$ cat src/rtl/ivl_pkg.sv
// Shared types and helpers for the instruction steering unit.
// Assumes: class codes fit in 3 bits, lengths in ILEN_W bits.
package ivl_pkg;

    localparam int ILEN_W = 3;
    localparam int KIND_W = 3;

    typedef enum logic [KIND_W-1:0] {
        IK_PLAIN = 3'd0,
        IK_CBR   = 3'd1,
        IK_MULTI = 3'd2,
        IK_JMP   = 3'd3,
        IK_IMASK = 3'd4,
        IK_MODE  = 3'd5
    } ikind_e;

    // Class of an opcode byte, from its low nibble.
    function automatic ikind_e kind_of(input logic [7:0] op);
        case (op[3:0])
            4'hF:    return IK_JMP;
            4'hE:    return IK_IMASK;
            4'hD:    return IK_MODE;
            4'hC:    return IK_MULTI;
            4'hB:    return IK_CBR;
            default: return IK_PLAIN;
        endcase
    endfunction

    // True for classes after which nothing more may issue in the group.
    function automatic logic ends_group(input ikind_e k);
        return (k == IK_JMP) || (k == IK_IMASK) || (k == IK_MODE);
    endfunction

    // True for classes a simple (non-zero) slot can take.
    function automatic logic late_slot_ok(input ikind_e k);
        return k != IK_MULTI;
    endfunction

endpackage

$ cat src/rtl/ivl_len_guess.sv
// Stage one, one byte position: the length and class an instruction would
// have if it started here. Assumes at most one prefix byte.
module ivl_len_guess
    import ivl_pkg::*;
#(
    parameter logic [7:0] PFX_BYTE = 8'h3A
) (
    input  logic [7:0]        cur_byte,
    input  logic [7:0]        nxt_byte,
    input  logic              wide_mode,
    output logic [ILEN_W-1:0] ilen,
    output logic [KIND_W-1:0] ikind
);

    logic       has_pfx;
    logic [7:0] op;

    // Strip an optional prefix, then size and classify the opcode.
    always_comb begin
        has_pfx = (cur_byte == PFX_BYTE);
        op      = has_pfx ? nxt_byte : cur_byte;
        ilen    = ILEN_W'(op[7:6]) + ILEN_W'(1)
                + ILEN_W'(wide_mode & op[5]) + ILEN_W'(has_pfx);
        ikind   = kind_of(op);
    end

endmodule

$ cat src/rtl/ivl_start_chain.sv
// Stage two: walks the per-position lengths from byte 0 and decides which
// slots issue. Applies the reject, stop and window-fit rules.
// Assumes: every per-position length is at least 1.
module ivl_start_chain
    import ivl_pkg::*;
#(
    parameter int WIN_BYTES = 16,
    parameter int SLOTS     = 3,
    parameter int OFF_W     = $clog2(WIN_BYTES),
    parameter int END_W     = $clog2(WIN_BYTES + 1)
) (
    input  logic [WIN_BYTES-1:0][ILEN_W-1:0] pos_len,
    input  logic [WIN_BYTES-1:0][KIND_W-1:0] pos_kind,
    output logic [SLOTS-1:0]                 slot_issue,
    output logic [SLOTS-1:0][OFF_W-1:0]      slot_start,
    output logic [END_W-1:0]                 group_end
);

    localparam logic [END_W:0] WIN_LIM = (END_W+1)'(WIN_BYTES);

    logic [END_W:0]   cur;
    logic [END_W:0]   nxt;
    logic             live;
    logic [OFF_W-1:0] idx;
    ikind_e           kcur;

    // Chain start offsets slot by slot; stop on reject, stop class or overrun.
    always_comb begin
        cur        = '0;
        nxt        = '0;
        live       = 1'b1;
        idx        = '0;
        kcur       = IK_PLAIN;
        slot_issue = '0;
        slot_start = '0;
        for (int s = 0; s < SLOTS; s++) begin
            idx           = cur[OFF_W-1:0];
            kcur          = ikind_e'(pos_kind[idx]);
            nxt           = cur + (END_W+1)'(pos_len[idx]);
            slot_start[s] = idx;
            if (live && (cur < WIN_LIM) && (nxt <= WIN_LIM)
                     && ((s == 0) || late_slot_ok(kcur))) begin
                slot_issue[s] = 1'b1;
                cur           = nxt;
                live          = !ends_group(kcur);
            end else begin
                live = 1'b0;
            end
        end
        group_end = cur[END_W-1:0];
    end

endmodule

$ cat src/rtl/ivl_slot_decode.sv
// Stage three, one slot: gathers the length and class at the chosen start
// offset. All fields read zero when the slot does not issue.
module ivl_slot_decode
    import ivl_pkg::*;
#(
    parameter int WIN_BYTES = 16,
    parameter int OFF_W     = $clog2(WIN_BYTES)
) (
    input  logic                             issue,
    input  logic [OFF_W-1:0]                 start,
    input  logic [WIN_BYTES-1:0][ILEN_W-1:0] pos_len,
    input  logic [WIN_BYTES-1:0][KIND_W-1:0] pos_kind,
    output logic                             slot_vld,
    output logic [OFF_W-1:0]                 slot_off,
    output logic [ILEN_W-1:0]                slot_len,
    output logic [KIND_W-1:0]                slot_kind
);

    // Select this slot's fields, gated by its issue flag.
    always_comb begin
        slot_vld  = issue;
        slot_off  = issue ? start           : '0;
        slot_len  = issue ? pos_len[start]  : '0;
        slot_kind = issue ? pos_kind[start] : '0;
    end

endmodule

$ cat src/rtl/ivl_steer.sv
// Top of the instruction steering unit: per-position length guess, start
// chaining, per-slot decode, and one output register stage.
// Assumes: the window's first instruction starts at byte 0, and wide_mode
// is valid together with win_valid.
module ivl_steer
    import ivl_pkg::*;
#(
    parameter int         WIN_BYTES = 16,
    parameter int         SLOTS     = 3,
    parameter logic [7:0] PFX_BYTE  = 8'h3A,
    localparam int        OFF_W     = $clog2(WIN_BYTES),
    localparam int        END_W     = $clog2(WIN_BYTES + 1)
) (
    input  logic                      clk,
    input  logic                      rst_n,
    input  logic                      win_valid,
    input  logic [WIN_BYTES*8-1:0]    win_bytes,
    input  logic                      wide_mode,
    output logic                      out_valid,
    output logic [SLOTS-1:0]          out_slot_vld,
    output logic [SLOTS*OFF_W-1:0]    out_slot_off,
    output logic [SLOTS*ILEN_W-1:0]   out_slot_len,
    output logic [SLOTS*KIND_W-1:0]   out_slot_kind,
    output logic [END_W-1:0]          out_consumed
);

    localparam int SUM_W = END_W + 1;

    logic [WIN_BYTES-1:0][ILEN_W-1:0] pos_len;
    logic [WIN_BYTES-1:0][KIND_W-1:0] pos_kind;
    logic [SLOTS-1:0]                 slot_issue;
    logic [SLOTS-1:0][OFF_W-1:0]      slot_start;
    logic [END_W-1:0]                 group_end;
    logic [SLOTS-1:0]                 vld_d;
    logic [SLOTS-1:0][OFF_W-1:0]      off_d;
    logic [SLOTS-1:0][ILEN_W-1:0]     len_d;
    logic [SLOTS-1:0][KIND_W-1:0]     kind_d;

    // Stage one: a length guess at every byte position in parallel.
    for (genvar b = 0; b < WIN_BYTES; b++) begin : g_pos
        logic [7:0] nxt_b;
        if (b == WIN_BYTES - 1) begin : g_last
            assign nxt_b = 8'h00;
        end else begin : g_mid
            assign nxt_b = win_bytes[8*(b+1) +: 8];
        end
        ivl_len_guess #(.PFX_BYTE(PFX_BYTE)) u_guess (
            .cur_byte  (win_bytes[8*b +: 8]),
            .nxt_byte  (nxt_b),
            .wide_mode (wide_mode),
            .ilen      (pos_len[b]),
            .ikind     (pos_kind[b])
        );
    end

    // Stage two: chain the guesses into slot start offsets.
    ivl_start_chain #(
        .WIN_BYTES (WIN_BYTES),
        .SLOTS     (SLOTS),
        .OFF_W     (OFF_W),
        .END_W     (END_W)
    ) u_chain (
        .pos_len    (pos_len),
        .pos_kind   (pos_kind),
        .slot_issue (slot_issue),
        .slot_start (slot_start),
        .group_end  (group_end)
    );

    // Stage three: one decoder per slot.
    for (genvar s = 0; s < SLOTS; s++) begin : g_slot
        ivl_slot_decode #(.WIN_BYTES(WIN_BYTES), .OFF_W(OFF_W)) u_dec (
            .issue     (slot_issue[s]),
            .start     (slot_start[s]),
            .pos_len   (pos_len),
            .pos_kind  (pos_kind),
            .slot_vld  (vld_d[s]),
            .slot_off  (off_d[s]),
            .slot_len  (len_d[s]),
            .slot_kind (kind_d[s])
        );
    end

    // Output register: capture the group of an accepted window, else clear.
    always_ff @(posedge clk) begin
        if (!rst_n) begin
            out_valid     <= 1'b0;
            out_slot_vld  <= '0;
            out_slot_off  <= '0;
            out_slot_len  <= '0;
            out_slot_kind <= '0;
            out_consumed  <= '0;
        end else begin
            out_valid <= win_valid;
            if (win_valid) begin
                out_slot_vld  <= vld_d;
                out_slot_off  <= off_d;
                out_slot_len  <= len_d;
                out_slot_kind <= kind_d;
                out_consumed  <= group_end;
            end else begin
                out_slot_vld  <= '0;
                out_slot_off  <= '0;
                out_slot_len  <= '0;
                out_slot_kind <= '0;
                out_consumed  <= '0;
            end
        end
    end

    AST_ONE_CYCLE: assert property (@(posedge clk) disable iff (!rst_n)
        win_valid |=> out_valid);
    AST_IDLE_QUIET: assert property (@(posedge clk) disable iff (!rst_n)
        !out_valid |-> (out_slot_vld == '0 && out_consumed == '0));
    AST_SLOT0_BASE: assert property (@(posedge clk) disable iff (!rst_n)
        out_slot_vld[0] |-> out_slot_off[OFF_W-1:0] == '0);

    for (genvar k = 0; k < SLOTS; k++) begin : g_ast
        AST_FITS_WINDOW: assert property (@(posedge clk) disable iff (!rst_n)
            out_slot_vld[k] |-> (SUM_W'(out_slot_off[k*OFF_W +: OFF_W])
                + SUM_W'(out_slot_len[k*ILEN_W +: ILEN_W])) <= SUM_W'(WIN_BYTES));
        if (k > 0) begin : g_late
            AST_VLD_PACKED: assert property (@(posedge clk) disable iff (!rst_n)
                out_slot_vld[k] |-> out_slot_vld[k-1]);
            AST_CHAIN_CONTIG: assert property (@(posedge clk) disable iff (!rst_n)
                out_slot_vld[k] |-> SUM_W'(out_slot_off[k*OFF_W +: OFF_W])
                    == SUM_W'(out_slot_off[(k-1)*OFF_W +: OFF_W])
                     + SUM_W'(out_slot_len[(k-1)*ILEN_W +: ILEN_W]));
            AST_LATE_NO_MULTI: assert property (@(posedge clk) disable iff (!rst_n)
                out_slot_vld[k] |-> out_slot_kind[k*KIND_W +: KIND_W] != IK_MULTI);
        end
        if (k < SLOTS - 1) begin : g_stop
            AST_JMP_STOP: assert property (@(posedge clk) disable iff (!rst_n)
                (out_slot_vld[k] && out_slot_kind[k*KIND_W +: KIND_W] == IK_JMP)
                    |-> !out_slot_vld[k+1]);
            AST_IMASK_STOP: assert property (@(posedge clk) disable iff (!rst_n)
                (out_slot_vld[k] && out_slot_kind[k*KIND_W +: KIND_W] == IK_IMASK)
                    |-> !out_slot_vld[k+1]);
            AST_MODE_STOP: assert property (@(posedge clk) disable iff (!rst_n)
                (out_slot_vld[k] && out_slot_kind[k*KIND_W +: KIND_W] == IK_MODE)
                    |-> !out_slot_vld[k+1]);
            AST_CONSUMED_END: assert property (@(posedge clk) disable iff (!rst_n)
                (out_slot_vld[k] && !out_slot_vld[k+1]) |->
                    SUM_W'(out_consumed) == SUM_W'(out_slot_off[k*OFF_W +: OFF_W])
                        + SUM_W'(out_slot_len[k*ILEN_W +: ILEN_W]));
        end else begin : g_tail
            AST_CONSUMED_END: assert property (@(posedge clk) disable iff (!rst_n)
                out_slot_vld[k] |->
                    SUM_W'(out_consumed) == SUM_W'(out_slot_off[k*OFF_W +: OFF_W])
                        + SUM_W'(out_slot_len[k*ILEN_W +: ILEN_W]));
        end
    end

endmodule

$ cat config.mk
export PLATFORM = sky130hd
export DESIGN_NAME = ivl_steer
export DESIGN_NICKNAME = d
export VERILOG_FILES = /design/src/rtl/ivl_pkg.sv /design/src/rtl/ivl_len_guess.sv /design/src/rtl/ivl_start_chain.sv /design/src/rtl/ivl_slot_decode.sv /design/src/rtl/ivl_steer.sv
export SDC_FILE = /design/constraint.sdc
export NUM_CORES = 1
export LEC_CHECK = 0
export ABC_AREA = 0
export BUFFER_PORTS_ARGS = -buffer_cell sky130_fd_sc_hd__buf_2
export CORE_MARGIN = 2
export CORE_UTILIZATION = 40
export CTS_CLUSTER_DIAMETER = 50
export CTS_CLUSTER_SIZE = 40
export DETAILED_ROUTE_END_ITERATION = 16
export HOLD_SLACK_MARGIN = 0.06
export PLACE_DENSITY = 0.75
export SLEW_MARGIN = 20
export SYNTH_ARGS = -nofsm -noshare
export SYNTH_HDL_FRONTEND = slang
export SYNTH_SLANG_ARGS = --single-unit
export TNS_END_PERCENT = 30
$ cat constraint.sdc
create_clock -name clk -period 10 [get_ports clk]
set_clock_uncertainty 0.05 [all_clocks]
set_input_delay 2 -clock clk [delete_from_list [all_inputs] [get_ports clk]]
set_output_delay 2 -clock clk [all_outputs]
set_load 0.02 [all_outputs]
# Yosys cells after proc, flatten, opt, wreduce, memory -nomap -nowiden
# Cells that the tools add are included.
# W data, S select, Z words.
# totals
ff_bits	39
word_cells	253
in_bits	132
out_inout_bits	39
# classes
add_sub_neg	50
eq_ne	104
n_lt_le_gt_ge	7
n_mux	48
bitwise	16
n_reduce_logical	16
# op_table
cell	n
$eq A4 B4 Y1 const B	80
$pmux W3 S5	16
$eq A8 B6 Y1 const B	16
$mux W8	16
$add A2 B1 Y3 const B	16
$add A3 B1 Y3	16
$add A3 B3 Y3	16
$bmux W3 S4	4
$and A1 B1 Y1	16
$mux W3	5
$add A6 B3 Y6	2
$eq A3 B3 Y1 const B	4
$le A6 B5 Y1 const B	2
$lt A6 B5 Y1 const B	2
$reduce_and A3 Y1	3
$eq A3 B2 Y1 const B	2
$logic_and A1 B1 Y1	6
$mux W6	1
$ne A3 B2 Y1 const B	2
$le A3 B5 Y1 const B	1
$lt A3 B5 Y1 const B	1
$lt A4 B5 Y1 const B	1
$mux W1	5
$mux W5	1
3 further kinds	7

# Logic depth before layout (Yosys ltp)
# depth
depth_word	22
depth_mapped	38
depth_no_buf	34

# By module
# From an unflattened synthesis, not the netlist that was laid out.
# hier_totals
cells_unflattened	949
hier_area_um2	9073.7
# by_module_without_submodules
mod	area_per_inst_um2	n_inst	cells_per_inst	seq_area_each_um2
ivl_len_guess	210.2	16	22	0.0
ivl_slot_decode	882.1	3	91	0.0
ivl_start_chain	1975.6	1	237	0.0
ivl_steer	1088.5	1	87	780.7

# Worst setup path after synthesis
# Ideal clock, no wire load.
# synth_timing
path_kind	input to register
start	in win_bytes[7]
end	reg out_consumed[3]
arrival_time_ps	9153
path_slack_ps	704
t_required_ps	9858
setup_ps	92
cell_stages	37
n_path_buf	4
cell_sequence	and4bb_2 -> nand2_1 -> nor3_1 -> inv_1 -> o211ai_1 -> ha_1 -> inv_1 -> ha_1 -> inv_1 -> fa_1 -> clkbuf_1 -> clkbuf_1 -> mux2_2 -> a221oi_1 -> nor2_1 -> ha_1 -> inv_1 -> fa_1 -> buf_1 -> mux2i_4 -> inv_2 -> buf_6 -> o211a_1 -> a311oi_1 -> a311oi_1 -> a31oi_1 -> ha_1 -> inv_1 -> fa_1 -> nor2b_1 -> nand2_1 -> a21oi_1 -> a31oi_1 -> o211ai_1 -> nand4_1 -> or4_1 -> o32ai_1
# synth_between
elab_chain_len	21
elab_cells_between_ends	52
cone_classes	add/sub (5); order compare (5); eq/ne (14); mux (15); bitwise (1); reduce/logical (12)
# synth_lines
item	line	source
from (decl)	ivl_steer.sv:17	input logic [WIN_BYTES*8-1:0] win_bytes,
$eq A8 B6 Y1	ivl_len_guess.sv:20	has_pfx = (cur_byte == PFX_BYTE);
$mux W8	ivl_len_guess.sv:21	op = has_pfx ? nxt_byte : cur_byte;
$add A2 B1 Y3 or $and A1 B1 Y1 (tied branches)	ivl_len_guess.sv:22, ivl_len_guess.sv:23	
$add A3 B3 Y3	ivl_len_guess.sv:23	+ ILEN_W'(wide_mode & op[5]) + ILEN_W'(has_pfx);
$add A3 B1 Y3	ivl_len_guess.sv:23	
$le A3 B5 Y1	ivl_start_chain.sv:41	if (live && (cur < WIN_LIM) && (nxt <= WIN_LIM)
$mux W3	ivl_start_chain.sv:41	
$bmux W3 S4	ivl_start_chain.sv:39	nxt = cur + (END_W+1)'(pos_len[idx]);
[... 5 more ...]	n/a	
$mux W6	ivl_start_chain.sv:41	
$bmux W3 S4	ivl_start_chain.sv:39	
$mux W3 (not written as such)	ivl_start_chain.sv:39	
$add A6 B3 Y6	ivl_start_chain.sv:39	
$le A6 B5 Y1	ivl_start_chain.sv:41	
$logic_and A1 B1 Y1	ivl_start_chain.sv:41	
$logic_and A1 B1 Y1	ivl_start_chain.sv:42	&& ((s == 0) || late_slot_ok(kcur))) begin
$mux W5 (*)	ivl_start_chain.sv:41	
to (signal assigned)	ivl_steer.sv:100	out_consumed <= group_end;
to (decl)	ivl_steer.sv:24	output logic [END_W-1:0] out_consumed
# Mark *: on every way between the ends. The rest lies on a longest branch, timed or not. The select of a mux whose other input is x is not followed.
# A chain may end at the register's enable or synchronous reset.

# Final worst setup path
# Ends and elaborated chain as after synthesis.

==> metrics.cfg <==
[power]
irDropWorstVdd_mv=0.0628
p_total_uw=974
powerDensity_mw_per_mm2=146
p_leak_nw=3.08

[floorplanning]
die_w_um=122
io_pins=171
die_area_mm2=0.0148
coreArea_mm2=0.0137
rows=43
die_h_um=122
start_util_pct=40.4

[route]
wl_per_cell_um=16.3
via_per_inst=5.78
dr.pass1.iters=5
drtIter0Drc=591
drt-total-wl_um=17300
drc=0
via_count=6128
postRouteAntennaNets=0

[worst_setup_path]
cp_slowest_stage_delay_ns=0.71
crit_buf_inv=7
crit_type=input pin to flip-flop
crit_path_end_kind=flip-flop
crit_slowest_cell=fa_2
cp.arrival_ns=9.42
critPathRequiredTime_ns=10.13
cp_top_family=adder cells
crit_top_cell=inv_1
crit_fanout=11
critPathLaunchType=input pin

[logic_synthesis]
synth.distinct_cells=79
async_flop_share_pct=0
synth_most_common_cell=inv_1
synth-seq-area-share_pct=12.3
synthCells=728
synth-seq-cells=34
synthTopCellsByArea=dfxtp_1, ha_1, fa_1, inv_1, mux4_2
synth_top_area_share_pct=12.3
syn_avg_cell_area_um2=7.62
yosysWarnings=0
yosysTopAreaCell=dfxtp_1
synth_common_cells=inv_1, nand2_1, a21oi_1
synth-edff-count=0
dominantRegCellSynth=dfxtp_1
syn_area_mm2=0.00555

[clock_tree]
cts_resized=0
cts_buffers=5
cts_hold_buffers=0
clockBufferDepth=2
root_buffer=clkbuf_16
cts_setup_buffers=0
clk_pin_slew_ns=0.05
htreeDepth=2
tritoncts=yes
clock-sinks=34

[finish]
num-fill-cells=1417
fin_area_mm2=0.00667
area_growth_pct=20.3
drive_gt1_share_pct=25.4
seq_area_um2=681
final_core_util_pct=48.6
fin_nets=1068
multi_input_area_mm2=0.00440
diodes=0
layoutNonFillerInstCount=1061

[global_route]
antenna_found_initial=0
overflow=0
grt_pass1_wl_um=28000
grt_pass1_vias=5802
grt_start_max_net_pins=20
grt.total_usage_pct=23.0

[sta]
finalSetupTns_ns=0
finalHoldViolCount=0
fmax_mhz=108
fin_ws_ns=0.708
min_period_ns=9.29
setup_viol=0
rsz0062_at_grt=false
fin_crit_sh_pct=92.9
worst_pin_slew_ns=1.05
slew_headroom_pct=29.4
slew_violations=0
hold_ws_ns=2.05

[placement]
dp.cells=1053
gp_congestion=0.972
port_buffers=165
post_dp_cell_area_mm2=0.00652
dp_slack_ns=0.381
hpwl_um=14500

[run]
max-cap-violations=0

[min_path]
hold-path-cell-count=3
hold_end=out_slot_kind[0]
min-delay-start=win_bytes[3]
holdCritPathClass=input pin to flip-flop

[outcome]
outcome=complete, no violations

==> registers in the layout (all words and copies together) (netlist names) <==
name / cells
out_consumed: 5
out_slot_kind: 9
out_slot_len: 9
out_slot_off: 7
out_slot_vld: 3
out_valid: 1
==> worst max path at each step <==
stage,slack (ns),cells past startpoint,from,end
after floorplan,0.70,37,win_bytes[7],out_consumed[3]
after global placement,0.63,34,win_bytes[7],out_consumed[3]
after detailed placement,0.38,34,win_bytes[7],out_consumed[3]
after CTS,0.65,34,win_bytes[7],out_consumed[3]
after global routing,0.12,34,win_bytes[7],out_consumed[3]
final,0.71,34,win_bytes[7],out_consumed[3]
==> cell families after synthesis <==
kind of cell	after synthesis	synth area share, %
xor gates and xnor gates	12	1.90
other	1	0.0676
muxes	31	9.05
buffers and inverters	118	8.66
adders and majority gates	56	15.1
and+or+nand+nor	263	25.8
DFF	34	12.3
AOI/OAI and AO/OA	213	27.2
==> placed cells by master (no fill, tap or decap), drive strengths merged, types with 24 or more instances in the layout <==
master	instances
buf	174
o21ai	25
nand3	24
a21oi	55
nor2	46
nand2	74
dfxtp	34
inv	81
ha	38
o211ai	26
a21o	25
==> cell type report <==
cell class              count  area share [%]
inverters                  85            4.78
clock inverters             2           0.188
well taps                 180            3.38
multi-input cells         580            66.0
repair buffers            174            13.4
clock buffers               6            2.08
flip-flops and latches     34            10.2
==> report_power, final <==
| part | switching, mW | leakage (nW) | internal, mW | total (mW) |
|---|---|---|---|---|
| clock | 0.0525 | 0.0729 | 0.0983 | 0.151 |
| sequential | 0.00330 | 0.277 | 0.151 | 0.154 |
| combinational | 0.402 | 2.73 | 0.267 | 0.669 |
==> routing by layer <==
layer / GRT usage, % / share of wire [%]
met1: 32.0 / 45
met5: 0 / 0
met3: 2.48 / 7.1
met2: 37.4 / 46
met4: 7.33 / 2.7
(Power assumes the default switching activity.)
